**config.mk**
```make
export PLATFORM = sky130hd
export DESIGN_NAME = uart_irq_ctrl
export DESIGN_NICKNAME = d
export VERILOG_FILES = /design/src/rtl/uart_irq_pkg.sv /design/src/rtl/uart_irq_enable.sv /design/src/rtl/uart_irq_pending.sv /design/src/rtl/uart_irq_prio.sv /design/src/rtl/uart_irq_ctrl.sv
export SDC_FILE = /design/constraint.sdc
export NUM_CORES = 1
export LEC_CHECK = 0
export ABC_AREA = 0
export CAP_MARGIN = 30
export CORE_UTILIZATION = 42
export DETAILED_ROUTE_END_ITERATION = 10
export PLACE_DENSITY = 0.84
export SETUP_SLACK_MARGIN = 0.1
export SYNTH_ARGS = -nofsm -noshare
export SYNTH_HDL_FRONTEND = slang
export SYNTH_SLANG_ARGS = --single-unit
```
**constraint.sdc**
```tcl
create_clock -name clk -period 2.45 [get_ports clk]
set_clock_uncertainty 0.1 [all_clocks]
set_input_delay 0.49 -clock clk [delete_from_list [all_inputs] [get_ports clk]]
set_output_delay 0.49 -clock clk [all_outputs]
set_load 0.005 [all_outputs]
```
**src/rtl/uart_irq_pkg.sv**
```systemverilog
package uart_irq_pkg;
  localparam int N_SRC = 8;
  localparam int LVL_W = 3;
  localparam int DATA_W = 8;

  // source slots, ordered from most to least urgent
  localparam int S_LINE = 0;
  localparam int S_ADDR = 1;
  localparam int S_RXD  = 2;
  localparam int S_TXE  = 3;
  localparam int S_MDM  = 4;
  localparam int S_SPC  = 5;
  localparam int S_RTS  = 6;
  localparam int S_CTS  = 7;

  function automatic logic [LVL_W-1:0] src_level(input int idx);
    case (idx)
      S_LINE, S_ADDR: src_level = 3'd1;
      S_RXD:          src_level = 3'd2;
      S_TXE:          src_level = 3'd3;
      S_MDM:          src_level = 3'd4;
      S_SPC:          src_level = 3'd5;
      default:        src_level = 3'd6;
    endcase
  endfunction
endpackage

```
**src/rtl/uart_irq_enable.sv**
```systemverilog
module uart_irq_enable
  import uart_irq_pkg::*;
(
  input  logic              clk,
  input  logic              rst,
  input  logic              we,
  input  logic [DATA_W-1:0] wdata,
  input  logic              nine_bit,
  input  logic              enhanced,
  output logic [N_SRC-1:0]  src_mask,
  output logic              spc_detect_en,
  output logic              sleep_req
);
  logic [DATA_W-1:0] en_q;
  logic              alt_sleep;

  always_ff @(posedge clk) begin
    if (rst) en_q <= '0;
    else if (we) en_q <= wdata;
  end

  assign alt_sleep     = en_q[5] && !nine_bit && !enhanced;
  assign spc_detect_en = en_q[5] && enhanced && !nine_bit;

  always_comb begin
    src_mask          = '0;
    src_mask[S_LINE]  = en_q[2];
    src_mask[S_ADDR]  = en_q[2] && nine_bit;
    src_mask[S_RXD]   = en_q[0];
    src_mask[S_TXE]   = en_q[1];
    src_mask[S_MDM]   = en_q[3];
    src_mask[S_SPC]   = nine_bit ? en_q[5] : enhanced;
    src_mask[S_RTS]   = enhanced ? en_q[6] : 1'b1;
    src_mask[S_CTS]   = enhanced ? en_q[7] : 1'b1;
  end

  always_ff @(posedge clk) begin
    if (rst) sleep_req <= 1'b0;
    else     sleep_req <= en_q[4] || alt_sleep;
  end


  sleep_follow_chk: assert property (@(posedge clk) disable iff (rst)
    (we && wdata[4]) |=> ##1 sleep_req);

  nine_no_alt_chk: assert property (@(posedge clk) disable iff (rst)
    (nine_bit && !en_q[4]) |=> !sleep_req);
endmodule

```
**src/rtl/uart_irq_pending.sv**
```systemverilog
module uart_irq_pending
  import uart_irq_pkg::*;
(
  input  logic             clk,
  input  logic             rst,
  input  logic [N_SRC-1:0] set_v,
  input  logic [N_SRC-1:0] clr_v,
  output logic [N_SRC-1:0] pend
);
  for (genvar g = 0; g < N_SRC; g++) begin : g_src
    always_ff @(posedge clk) begin
      if (rst)           pend[g] <= 1'b0;
      else if (set_v[g]) pend[g] <= 1'b1;
      else if (clr_v[g]) pend[g] <= 1'b0;
    end


    set_wins_chk: assert property (@(posedge clk) disable iff (rst)
      set_v[g] |=> pend[g]);

    ack_clears_chk: assert property (@(posedge clk) disable iff (rst)
      (clr_v[g] && !set_v[g]) |=> !pend[g]);
  end
endmodule

```
**src/rtl/uart_irq_prio.sv**
```systemverilog
module uart_irq_prio
  import uart_irq_pkg::*;
(
  input  logic             clk,
  input  logic             rst,
  input  logic [N_SRC-1:0] pend,
  input  logic [N_SRC-1:0] mask,
  output logic             irq_q,
  output logic [LVL_W-1:0] id_q
);
  logic [N_SRC-1:0] live;
  logic [LVL_W-1:0] lvl_n;

  assign live = pend & mask;

  always_comb begin
    lvl_n = '0;
    for (int i = N_SRC - 1; i >= 0; i--)
      if (live[i]) lvl_n = src_level(i);
  end

  always_ff @(posedge clk) begin
    if (rst) begin
      irq_q <= 1'b0;
      id_q  <= '0;
    end else begin
      irq_q <= |live;
      id_q  <= lvl_n;
    end
  end


  irq_id_agree_chk: assert property (@(posedge clk) disable iff (rst)
    irq_q == (id_q != '0));

  id_range_chk: assert property (@(posedge clk) disable iff (rst)
    id_q != 3'd7);
endmodule

```
**src/rtl/uart_irq_ctrl.sv**
```systemverilog
module uart_irq_ctrl
  import uart_irq_pkg::*;
(
  input  logic        clk,
  input  logic        rst,
  input  logic        ier_we,
  input  logic [7:0]  ier_wdata,
  input  logic        nine_bit,
  input  logic        enhanced,
  input  logic [3:0]  flow_ctl,
  input  logic        xoff2_en,
  input  logic        ev_line,
  input  logic        ev_addr,
  input  logic        ev_rxdata,
  input  logic        ev_txempty,
  input  logic        ev_modem,
  input  logic        ev_spchar,
  input  logic        ev_xoff,
  input  logic        ev_xoff2,
  input  logic        ev_rts,
  input  logic        ev_cts,
  input  logic        ack_line,
  input  logic        ack_rxdata,
  input  logic        ack_txempty,
  input  logic        ack_modem,
  input  logic        ack_spchar,
  input  logic        ack_flow,
  output logic        irq,
  output logic [2:0]  irq_id,
  output logic        sleep_req
);
  logic [N_SRC-1:0] mask, set_v, clr_v, pend;
  logic             spc_det_en, flow_hit;

  uart_irq_enable u_en (
    .clk(clk), .rst(rst), .we(ier_we), .wdata(ier_wdata),
    .nine_bit(nine_bit), .enhanced(enhanced),
    .src_mask(mask), .spc_detect_en(spc_det_en), .sleep_req(sleep_req)
  );

  // XOFF / XOFF2 only count when detection is switched on
  assign flow_hit = spc_det_en &&
                    (((flow_ctl != '0) && ev_xoff) || (xoff2_en && ev_xoff2));

  always_comb begin
    set_v         = '0;
    set_v[S_LINE] = ev_line;
    set_v[S_ADDR] = ev_addr && nine_bit;
    set_v[S_RXD]  = ev_rxdata;
    set_v[S_TXE]  = ev_txempty;
    set_v[S_MDM]  = ev_modem;
    set_v[S_SPC]  = nine_bit ? ev_spchar : flow_hit;
    set_v[S_RTS]  = ev_rts;
    set_v[S_CTS]  = ev_cts;

    clr_v         = '0;
    clr_v[S_LINE] = ack_line;
    clr_v[S_ADDR] = ack_line;
    clr_v[S_RXD]  = ack_rxdata;
    clr_v[S_TXE]  = ack_txempty;
    clr_v[S_MDM]  = ack_modem;
    clr_v[S_SPC]  = ack_spchar;
    clr_v[S_RTS]  = ack_flow;
    clr_v[S_CTS]  = ack_flow;
  end

  uart_irq_pending u_pend (
    .clk(clk), .rst(rst), .set_v(set_v), .clr_v(clr_v), .pend(pend)
  );

  uart_irq_prio u_prio (
    .clk(clk), .rst(rst), .pend(pend), .mask(mask),
    .irq_q(irq), .id_q(irq_id)
  );


  compat_no_spc_chk: assert property (@(posedge clk) disable iff (rst)
    (!nine_bit && !enhanced) |-> !set_v[S_SPC]);

  addr_dropped_chk: assert property (@(posedge clk) disable iff (rst)
    (!nine_bit && !pend[S_ADDR]) |=> !pend[S_ADDR]);
endmodule

```
==> flow_results.xml <==
<?xml version="1.0" encoding="UTF-8"?>
<metrics>
  <group name="run_status">
    <metric name="status" unit="">finished, final reports clean</metric>
  </group>
  <group name="synthesis">
    <metric name="synth_largest_area_cell" unit="">sky130_fd_sc_hd__dfxtp_1</metric>
    <metric name="ys_dominant_reg_cell" unit="">sky130_fd_sc_hd__dfxtp_1</metric>
    <metric name="synth-edff-count" unit="">0</metric>
    <metric name="synth.top_cells.by_count" unit="">sky130_fd_sc_hd__dfxtp_1 (21), sky130_fd_sc_hd__nor2_1 (17), sky130_fd_sc_hd__a21oi_1 (8), sky130_fd_sc_hd__mux2i_1 (8), sky130_fd_sc_hd__inv_1 (6)</metric>
    <metric name="ys_seq_area_share" unit="%">50.2</metric>
    <metric name="yosysMostFrequentCell" unit="">sky130_fd_sc_hd__dfxtp_1</metric>
    <metric name="synthesis.area" unit="sq um">837</metric>
    <metric name="netlist-cell-type-count" unit="">25</metric>
    <metric name="synthCells" unit="">89</metric>
    <metric name="synth.yosys.warnings" unit="">0</metric>
    <metric name="ys_async_sr_fraction" unit="%">0</metric>
    <metric name="synth.ff_latch_count" unit="">21</metric>
    <metric name="synthDominantCellAreaShare" unit="%">50.2</metric>
    <metric name="synth_nets" unit="">123</metric>
    <metric name="yosys-top-cells-area" unit="">sky130_fd_sc_hd__dfxtp_1 (50%), sky130_fd_sc_hd__mux2i_1 (9.6%), sky130_fd_sc_hd__nor2_1 (7.6%)</metric>
    <metric name="avgSynthCellArea" unit="sq um">9.41</metric>
  </group>
  <group name="floorplan">
    <metric name="die_footprint" unit="sq um">2180</metric>
    <metric name="placement_rows" unit="">15</metric>
    <metric name="fp.coreArea" unit="sq um">1800</metric>
    <metric name="initial_core_util" unit="%">46.5</metric>
    <metric name="die_width" unit="microns">46.6</metric>
    <metric name="ioPinCount" unit="">39</metric>
    <metric name="dieHeight" unit="microns">46.6</metric>
  </group>
  <group name="sta">
    <metric name="max_slew.worst_pin.slew" unit="ps">515</metric>
    <metric name="min_period" unit="ps">1780</metric>
    <metric name="worst_hold_slack" unit="ps">383</metric>
    <metric name="finalHoldViolCount" unit="">0</metric>
    <metric name="rsz0062_at_grt" unit="">no</metric>
    <metric name="finalSetupViolCount" unit="">0</metric>
    <metric name="slew_violations" unit="">0</metric>
    <metric name="fin_crit_sh" unit="%">72.5</metric>
    <metric name="fin_setup_tns" unit="ps">0</metric>
    <metric name="achievable-frequency" unit="MHz">563</metric>
    <metric name="max_slew_margin" unit="%">65.6</metric>
  </group>
  <group name="worst_hold_path">
    <metric name="hold-path-cell-count" unit="">2</metric>
    <metric name="hold_path_startpoint" unit="">u_en.en_q[4]</metric>
    <metric name="min-delay-path-class" unit="">reg -&gt; reg</metric>
    <metric name="worst_hold_path.endpoint" unit="">u_en.sleep_req</metric>
  </group>
  <group name="worst_setup_path">
    <metric name="worst-path-max-fanout" unit="">6</metric>
    <metric name="critPathArrivalTime" unit="ps">1850</metric>
    <metric name="worst_r2r_path_depth" unit="">3</metric>
    <metric name="critPathCaptureType" unit="">flip-flop</metric>
    <metric name="path_class" unit="">in -&gt; reg</metric>
    <metric name="setup.worst_path.start_class" unit="">input pin</metric>
    <metric name="timing.reg2reg.setup_slack" unit="ps">1180</metric>
    <metric name="crit_path_start" unit="">nine_bit</metric>
    <metric name="worst_r2r_startpoint" unit="">u_en.en_q[5]</metric>
    <metric name="regToRegEndpoint" unit="">u_prio.irq_q</metric>
    <metric name="critical_path_required" unit="ps">2520</metric>
  </group>
  <group name="clock_network">
    <metric name="clock_tree_from_tritoncts" unit="">done</metric>
    <metric name="clock_latency" unit="ps">300</metric>
    <metric name="number_of_sinks_handled_by_clock_tree_synthesis" unit="">21</metric>
    <metric name="tritoncts.num_buffers" unit="">3</metric>
    <metric name="clock_tree.htree_level_count" unit="">1</metric>
    <metric name="post_cts.resized_instances" unit="">0</metric>
    <metric name="postCtsHoldBufs" unit="">0</metric>
    <metric name="clk_root_buffer_cell" unit="">sky130_fd_sc_hd__clkbuf_4</metric>
    <metric name="cts.repair_timing.setup_buffer_count" unit="">0</metric>
    <metric name="clk_pin_slew" unit="ps">110</metric>
    <metric name="longest_clk_path_bufs" unit="">2</metric>
  </group>
  <group name="global_routing">
    <metric name="grt_total_ovfl" unit="">0</metric>
    <metric name="pin_count_of_the_biggest_net_entering_global_routing" unit="">15</metric>
    <metric name="grt_pass1_vias" unit="">722</metric>
    <metric name="globalRouteTotalUtil" unit="%">19.4</metric>
    <metric name="initial_antenna_violation_count" unit="">0</metric>
    <metric name="grt_first_pass_wirelength" unit="mm">3.00</metric>
  </group>
  <group name="route">
    <metric name="drtAntennaViolNets" unit="">0</metric>
    <metric name="vias" unit="">786</metric>
    <metric name="drc" unit="">0</metric>
    <metric name="wire_per_inst" unit="microns">11.7</metric>
    <metric name="total_length_of_routed_wires" unit="mm">1.80</metric>
    <metric name="drt_first_pass_iters" unit="">4</metric>
    <metric name="detail_route.vias_per_cell" unit="">5.10</metric>
    <metric name="first_iter_violations" unit="">17</metric>
  </group>
  <group name="placement">
    <metric name="numPortBuffers" unit="">38</metric>
    <metric name="placed_area" unit="sq um">1240</metric>
    <metric name="dp.final_hpwl" unit="mm">1.49</metric>
    <metric name="routabilityCongestion" unit="">0.788</metric>
  </group>
  <group name="layout">
    <metric name="share_of_final_layout_standard_cells_stronger_than_drive_strength_1" unit="%">5.43</metric>
    <metric name="final_area" unit="sq um">1270</metric>
    <metric name="seqCellArea" unit="sq um">420</metric>
    <metric name="finalNetCount" unit="">164</metric>
    <metric name="num_antenna_cells" unit="">0</metric>
    <metric name="multi_input_comb_area" unit="sq um">380</metric>
    <metric name="area_growth_synth_to_finish" unit="%">51.6</metric>
    <metric name="fill_cells" unit="">153</metric>
  </group>
  <group name="power_and_ir_drop">
    <metric name="p_leak" unit="nW">0.529</metric>
    <metric name="power_density" unit="nW/um^2">521</metric>
    <metric name="worst_supply_voltage_drop_on_vdd" unit="V">0.000475</metric>
  </group>
  <group name="run">
    <metric name="drv_cap" unit="">0</metric>
  </group>
</metrics>
where the power goes:
part           switching, mW  internal (mW)  total [mW]  leakage (nW)
clock                 0.0957         0.0634       0.159        0.0150
combinational         0.0422         0.0835       0.126         0.341
sequential            0.0125          0.364       0.376         0.174
registers in the layout (all words and copies together) (netlist names):
name / cells
u_en.en_q: 8
u_en.sleep_req: 1
u_pend.pend: 8
u_prio.id_q: 3
u_prio.irq_q: 1
worst max-delay path: stages:
cell and delay, ps:
sky130_fd_sc_hd__clkdlybuf4s50_1 580, sky130_fd_sc_hd__mux2_4 340, sky130_fd_sc_hd__a21boi_0 290, sky130_fd_sc_hd__a31oi_1 140
cells by family (layout without fill, tap and decap cells):
kind of cell,after synthesis,in the layout,synth area share [%]
buf+inv,9,49,4.33
flops,21,21,50.2
compound gates,23,23,19.4
simple gates,27,27,14.6
mux,9,9,11.4
stage by stage:
| stage | util (%) | setup slack, ps | power [mW] | cells |
|---|---|---|---|---|
| floorplan | - | 1010 | 0.432 | 89 |
| global placement | 69.0 | 479 | 0.506 | 150 |
| detailed placement | 69.0 | 337 | 0.511 | 150 |
| CTS | 70.4 | 671 | 0.665 | 154 |
| global route | 70.4 | 621 | 0.697 | 154 |
| finish | 70.4 | 675 | 0.661 | 154 |
worst max-delay path by stage:
stage | slack (ps) | cells after the start | end
after floorplan | 1010 | 3 | u_pend.pend[5]
after global placement | 480 | 4 | u_prio.irq_q
after detailed placement | 340 | 4 | u_prio.irq_q
after CTS | 670 | 4 | u_prio.irq_q
after global routing | 620 | 4 | u_prio.id_q[2]
final | 670 | 4 | u_prio.irq_q
layout make-up:
cell class                      instances  share of cell area, %
Sequential cell                        21                   33.1
Timing Repair Buffer                   39                   30.6
Multi-Input combinational cell         59                   30.0
Clock buffer                            4                   2.07
Tap cell                               25                   2.47
Inverter                                6                   1.78
cells in the final DEF, fill, tap and decap left out, drive strengths merged, types with 2 or more instances in the layout:
cell type,Yosys,layout
a22o,2,2
a21oi,8,8
nand2,4,4
dfxtp,21,21
nand2b,2,2
clkbuf,0,4
a21o,2,2
clkdlybuf4s50,0,38
inv,6,6
nor2,17,17
a22oi,4,4
mux2i,8,8
routing by layer:
layer  part of all wire, %  vias up  global-route usage [%]
met1                    43      368                    22.5
met3                   4.6        2                    3.92
li1                      -      393                       -
met4                   1.1        0                    9.14
met2                    51       23                    33.6
met5                     0        -                       0
(Power assumes the default switching activity.)
